## src/rtl/mult_pkg.sv

```systemverilog
package mult_pkg;

  typedef enum logic [1:0] {
    ST_IDLE = 2'd0,
    ST_RUN  = 2'd1,
    ST_DONE = 2'd2
  } mult_state_e;

endpackage

```

## src/rtl/mult_pp.sv

```systemverilog
// Partial product of the multiplicand and STEP multiplier bits.
module mult_pp #(
  parameter int W    = 16,
  parameter int STEP = 1
) (
  input  logic [W-1:0]      m_i,
  input  logic [STEP-1:0]   d_i,
  output logic [W+STEP-1:0] pp_o
);

  localparam int PW = W + STEP;

  generate
    if (STEP == 1) begin : g_gate
      // Single bit: the multiplicand is either passed or blocked.
      assign pp_o = d_i[0] ? {1'b0, m_i} : '0;
    end else begin : g_array
      logic [PW-1:0] row [STEP];
      for (genvar i = 0; i < STEP; i++) begin : g_row
        assign row[i] = d_i[i] ? (PW'(m_i) << i) : '0;
      end
      always_comb begin
        pp_o = '0;
        for (int j = 0; j < STEP; j++) pp_o = pp_o + row[j];
      end
    end
  endgenerate

endmodule

```

## src/rtl/mult_fsm.sv

```systemverilog
// Sequencing: idle, fixed-length run, hold.
module mult_fsm #(
  parameter int W    = 16,
  parameter int STEP = 1
) (
  input  logic clk,
  input  logic rst,
  input  logic start_i,
  output logic accept_o,
  output logic step_o,
  output logic busy_o,
  output logic done_o
);
  import mult_pkg::*;

  localparam int NSTEP = W / STEP;
  localparam int CW    = $clog2(NSTEP + 1);

  mult_state_e    state_q;
  logic [CW-1:0]  cnt_q;
  logic           last_w;

  assign busy_o   = (state_q == ST_RUN);
  assign done_o   = (state_q == ST_DONE);
  assign accept_o = start_i && !busy_o;
  assign step_o   = busy_o;
  assign last_w   = busy_o && (cnt_q == CW'(NSTEP - 1));

  always_ff @(posedge clk) begin
    if (rst) begin
      state_q <= ST_IDLE;
      cnt_q   <= '0;
    end else if (accept_o) begin
      state_q <= ST_RUN;
      cnt_q   <= '0;
    end else if (step_o) begin
      if (last_w) begin
        state_q <= ST_DONE;
        cnt_q   <= '0;
      end else begin
        cnt_q <= cnt_q + 1'b1;
      end
    end
  end

endmodule

```

## src/rtl/mult_datapath.sv

```systemverilog
// Multiplicand register plus a double-width accumulator that starts with the
// multiplier in its lower half and shifts right by STEP each step.
module mult_datapath #(
  parameter int W    = 16,
  parameter int STEP = 1
) (
  input  logic         clk,
  input  logic         rst,
  input  logic         load_i,
  input  logic         step_i,
  input  logic [W-1:0] a_i,
  input  logic [W-1:0] b_i,
  output logic [2*W-1:0] prod_o
);

  localparam int PW = W + STEP;

  logic [W-1:0]   mcand_q;
  logic [2*W-1:0] acc_q;
  logic [PW-1:0]  pp_w;

  // Upper half plus partial product, then drop the consumed multiplier bits.
  function automatic logic [2*W-1:0] add_shift(input logic [2*W-1:0] acc,
                                               input logic [PW-1:0]  pp);
    logic [PW-1:0] sum;
    sum = PW'(acc[2*W-1:W]) + pp;
    return {sum, acc[W-1:STEP]};
  endfunction

  mult_pp #(.W(W), .STEP(STEP)) u_pp (
    .m_i  (mcand_q),
    .d_i  (acc_q[STEP-1:0]),
    .pp_o (pp_w)
  );

  always_ff @(posedge clk) begin
    if (rst) begin
      mcand_q <= '0;
      acc_q   <= '0;
    end else if (load_i) begin
      mcand_q <= a_i;
      acc_q   <= {{W{1'b0}}, b_i};
    end else if (step_i) begin
      acc_q <= add_shift(acc_q, pp_w);
    end
  end

  assign prod_o = acc_q;

endmodule

```

## src/rtl/mult_outsel.sv

```systemverilog
// Picks which product half appears on the narrow result port.
module mult_outsel #(
  parameter int W = 16
) (
  input  logic [2*W-1:0] prod_i,
  input  logic           hilo_i,
  output logic [W-1:0]   res_o
);

  assign res_o = hilo_i ? prod_i[2*W-1:W] : prod_i[W-1:0];

endmodule

```

## src/rtl/shift_add_mult.sv

```systemverilog
module shift_add_mult #(
  parameter int W    = 16,
  parameter int STEP = 1
) (
  input  logic         clk,
  input  logic         rst,
  input  logic         start,
  input  logic [W-1:0] op_a,
  input  logic [W-1:0] op_b,
  input  logic         hilo,
  output logic [W-1:0] result,
  output logic         valid
);

  logic           accept_w;
  logic           step_w;
  logic           busy_w;
  logic [2*W-1:0] prod_w;

  mult_fsm #(.W(W), .STEP(STEP)) u_fsm (
    .clk      (clk),
    .rst      (rst),
    .start_i  (start),
    .accept_o (accept_w),
    .step_o   (step_w),
    .busy_o   (busy_w),
    .done_o   (valid)
  );

  mult_datapath #(.W(W), .STEP(STEP)) u_dp (
    .clk    (clk),
    .rst    (rst),
    .load_i (accept_w),
    .step_i (step_w),
    .a_i    (op_a),
    .b_i    (op_b),
    .prod_o (prod_w)
  );

  mult_outsel #(.W(W)) u_sel (
    .prod_i (prod_w),
    .hilo_i (hilo),
    .res_o  (result)
  );

endmodule

```

## config.mk

```make
export PLATFORM = sky130hd
export DESIGN_NAME = shift_add_mult
export DESIGN_NICKNAME = d
export VERILOG_FILES = /design/src/rtl/mult_pkg.sv /design/src/rtl/mult_pp.sv /design/src/rtl/mult_fsm.sv /design/src/rtl/mult_datapath.sv /design/src/rtl/mult_outsel.sv /design/src/rtl/shift_add_mult.sv
export SDC_FILE = /design/constraint.sdc
export NUM_CORES = 1
export LEC_CHECK = 0
export BUFFER_PORTS_ARGS = -buffer_cell sky130_fd_sc_hd__buf_4
export CAP_MARGIN = 20
export CORE_ASPECT_RATIO = 2
export CORE_MARGIN = 1.5
export CORE_UTILIZATION = 60
export CTS_CLUSTER_DIAMETER = 40
export DETAILED_ROUTE_END_ITERATION = 8
export HOLD_SLACK_MARGIN = 0.03
export PLACE_DENSITY = 0.84
export SYNTH_ARGS = -nofsm -noshare
export SYNTH_HDL_FRONTEND = slang
export SYNTH_HIERARCHICAL = 1
export SYNTH_SLANG_ARGS = --single-unit
```

## constraint.sdc

```tcl
create_clock -name clk -period 7.2 [get_ports clk]
set_input_delay 0.72 -clock clk [delete_from_list [all_inputs] [get_ports clk]]
set_output_delay 0.72 -clock clk [all_outputs]
set_load 0.05 [all_outputs]
```

# == Word-level counts from Yosys, hierarchy flattened ==
# Index checks and enable logic that the tools add are counted.
# word_totals
in_bits,36
out_inout_bits,17
reg_bits,55
elab_cells,27
# op_classes
add_sub_neg,2
n_mux,8
eq_ne,3
reduce_logical,8
# op_table
cell,count
$mux 16,4
$add 16x16->17,1
$add 5x1->5 const B,1
$eq 5x4->1 const B,1
$mux 5,1
$reduce_and 2->1,2
$reduce_bool 2->1,2
$mux 1,3
$eq 2x1->1 const B,1
$eq 2x2->1 const B,1
$logic_and 1x1->1,2
$reduce_or 2->1,1
$logic_not 1->1,1

# == Longest topological paths before layout ==
# depth
ltp_word,5
mapped_depth,10
depth_no_buf,8

# == Cells and area by module ==
# Netlist, hierarchy kept.
# modules_own_cells
mod,area_per_inst_um2,instances,seq_area_each_um2,cells_each
mult_datapath,2623.8,1,960.9,310
mult_fsm,347.8,1,140.1,36
mult_outsel,249.0,1,0.0,18
mult_pp,137.6,1,0.0,19

# == Worst setup path before layout ==
# Ideal clock, no wire load.
# synth_path
path_kind,reg2reg
start,reg u_dp.acc_q[0] (netlist: u_dp/prod_o[0])
end,reg u_dp.acc_q[29] (netlist: u_dp/prod_o[29])
required_time_ps,7083
n_path_buf,0
arrival_ps,2398
setup_ps,117
path_slack_ps,4684
stages_incl_launch_ff,9
synth_period_minus_slack_ps,2516
path_cell_list,dfxtp_1 -> and2_2 -> ha_1 -> fa_1 -> a21o_1 -> a221oi_2 -> nor4_1 -> or4_1 -> a32o_1
# synth_between
elab_chain_len,2
# synth_lines
item,line,text
from (decl),mult_datapath.sv:19,logic [2*W-1:0] acc_q;
from (signal assigned),mult_datapath.sv:42,"acc_q <= {{W{1'b0}}, b_i};"
from (signal assigned),mult_datapath.sv:44,"acc_q <= add_shift(acc_q, pp_w);"
$mux 16,mult_pp.sv:16,"assign pp_o = d_i[0] ? {1'b0, m_i} : '0;"
via u_dp.pp_w[0],mult_datapath.sv:20,logic [PW-1:0] pp_w;
$add 16x16->17,mult_datapath.sv:26,sum = PW'(acc[2*W-1:W]) + pp;
# The timed path passes the listed nets, and every way through them passes these cells.
# A chain may end at the register's enable or synchronous reset.

# == Final worst setup path ==
# Ends and elaborated chain as after synthesis.

==> flow_summary.json <==
{
  "status": "complete, no violations",
  "grt_pass1_vias": 2835,
  "path_clk_slew_ns": 0.10,
  "synth_cell_types": 60,
  "hpwl_mm": 5.87,
  "gp_congestion": 0.894,
  "cp_data_required_time_ns": 7.43,
  "fmax_mhz": 346,
  "crit_fanout": 18,
  "synth-edff-count": 0,
  "grt_setup_unrepaired": "false",
  "drcViolationCount": 0,
  "synth_area_um2": 3360,
  "die-area_um2": 6080,
  "postLayoutCoreUtil_pct": 70.1,
  "p_per_area_nw_per_um2": 160,
  "antenna_cells": 0,
  "grt_pass1_wl_mm": 13.1,
  "grt_start_max_net_pins": 52,
  "fin_tns_setup_ns": 0,
  "drtPass1Iterations": 5,
  "m1WireLength_mm": 3.18,
  "slew_violations": 0,
  "port-buffer-count": 52,
  "hold_class": "reg2reg",
  "yosysWarningCount": 6,
  "power_uw": 607,
  "die_y_um": 109,
  "period_share_pct": 40.2,
  "vdd_drop_max_mv": 0.195,
  "tightest_slew_ns": 0.826,
  "nNetsFinal": 476,
  "postRouteAntennaNets": 0,
  "num-fill-cells": 461,
  "grt_overflow_total": 0,
  "area_growth_pct": 13.1,
  "cts_tree": "yes",
  "finalSetupViolCount": 0,
  "dp_slack_ns": 4.33,
  "max_slew_margin_pct": 44.9,
  "track_usage_pct": 27.5,
  "yosysSeqAreaShare_pct": 32.8,
  "vias": 2945,
  "clk_latency_ns": 0.33,
  "cts_sinks": 55,
  "drive_above_1_share_pct": 22.7,
  "drtIter0Drc": 107,
  "ios": 53,
  "synth_nets": 437,
  "synth_seq_cells": 55,
  "path_class": "reg2reg",
  "cp-start-kind": "flop",
  "cts_hold_buf": 0,
  "layout.area.seq_um2": 1100,
  "fin_ws_ns": 4.31,
  "post_cts_resize_count": 0,
  "layout_common_cells": "nor2_1, dfxtp_1, buf_4, a21oi_1, mux2i_1",
  "synthArstFlopShare_pct": 0,
  "antenna_found_initial": 0,
  "drt_wl_total_mm": 8.12,
  "hold_viol_final": 0,
  "p_leak_nw": 1.79,
  "fin_hold_ws_ns": 0.478,
  "initial_core_util_pct": 62.0,
  "clock-skew-final_ns": 0.00861,
  "crit_arrival_ns": 3.12,
  "cts_htree_levels": 2,
  "cts_made_buffers": 5,
  "multi_input_area_um2": 2120,
  "ys.flop_type": "dfxtp_1",
  "vias_per_cell": 6.10,
  "cts_setup_buffers": 0,
  "final_common_cell": "nor2_1",
  "post_synth_inst_count": 383,
  "maxCapViolations": 0,
  "route.met3.wl_um": 326,
  "root_buffer": "clkbuf_8",
  "synth.avg_cell_area_um2": 8.77,
  "period_needed_ns": 2.89,
  "wl_met2_mm": 4.39,
  "rows": 38,
  "clock_path_buffers": 2,
  "highest_layer": "met4",
  "crit_path_end_kind": "flop",
  "die_x_um": 55.9,
  "core_area_um2": 5420,
  "wl_per_cell_um": 16.8
}
==> routing by layer <==
metal / vias up / global-route usage [%]
met5: - / 0
met4: 0 / 11.2
met3: 19 / 4.39
met2: 99 / 51.2
met1: 1379 / 30.8
li1: 1448 / -
==> path summary, 6_finish.rpt <==
path                                     start         endpoint  slack (ns)  cells after the start
worst min register to register  u_fsm/cnt_q[4]   u_fsm/cnt_q[4]        0.48                      1
worst min-delay path            u_fsm/cnt_q[4]   u_fsm/cnt_q[4]        0.48                      1
worst max-delay path            u_dp/prod_o[0]  u_dp/prod_o[29]        4.31                      8
worst max register to register  u_dp/prod_o[0]  u_dp/prod_o[29]        4.31                      8
==> worst max-delay path, stage by stage, from the launching register on <==
cell and delay [ns]:
dfxtp_1 0.49, and2_2 0.27, ha_1 0.21, fa_1 0.43, a21o_1 0.22, a221oi_2 0.32, nor4_1 0.11, or4_1 0.51
a32o_1 0.25
==> logic make-up (layout without fill, tap and decap cells) <==
group                      count (synthesis)  count (layout)  synth area share (%)
and+or+nand+nor                          143             143                  21.1
muxes                                     54              54                  18.0
buffers and inverters                     25              65                  4.17
xor gates and xnor gates                   4               4                  1.04
AOI/OAI and AO/OA                         83              83                  15.9
DFF                                       55              55                  32.8
other                                      1               1                 0.112
adders and majority gates                 18              18                  6.93
==> stage by stage <==
| stage | cell area, µm² | cells |
|---|---|---|
| 4_1_cts | 3800 | 483 |
| 5_1_grt | 3800 | 483 |
| 3_3_place_gp | 3710 | 475 |
| 3_5_place_dp | 3710 | 475 |
| 2_1_floorplan | 3360 | 383 |
| 6_report | 3800 | 483 |
==> where the power goes <==
group | switching, mW | internal, mW
Combinational | 0.0582 | 0.0457
Clock | 0.109 | 0.0670
Sequential | 0.0105 | 0.317
==> flip-flops by register name, summed over array words and instances, names as in the netlist <==
register and cells:
u_dp/prod_o 32, u_fsm/cnt_q 5, u_dp/mcand_q 16, u_fsm/state_q 2
==> cells in the mapped netlist, types with 2 or more instances <==
master	number	area share, %
and2_2	12	2.7
or3_1	6	1.1
o21bai_1	2	0.45
inv_1	3	0.34
and3_1	7	1.3
dfxtp_1	55	33
buf_6	3	1.0
a32o_1	3	0.89
clkbuf_1	9	1.0
buf_1	6	0.67
mux2_2	6	2.0
xor2_1	2	0.52
nand3b_1	2	0.45
nand4_1	6	1.1
o21ai_1	2	0.30
ha_1	17	6.3
o21ai_0	9	1.3
nand2_1	17	1.9
nor3_1	2	0.30
nor2_1	63	7.0
and2_1	5	0.93
nand3_1	14	2.1
a21oi_1	39	5.8
a21o_1	6	1.3
mux2_4	11	4.9
mux2i_1	37	11
xnor2_1	2	0.52
buf_4	2	0.45
o21a_1	3	0.67
a2111oi_0	2	0.52
==> final cells by class <==
class                           instances  share of cell area (%)
Multi-Input combinational cell        303                    55.9
Tap cell                               60                    1.98
Timing Repair Buffer                   53                    10.5
Clock buffer                            5                    1.81
Clock inverter                          3                   0.395
Sequential cell                        55                    29.0
Inverter                                4                   0.395
Note: power is estimated with default switching activity, not from simulation.
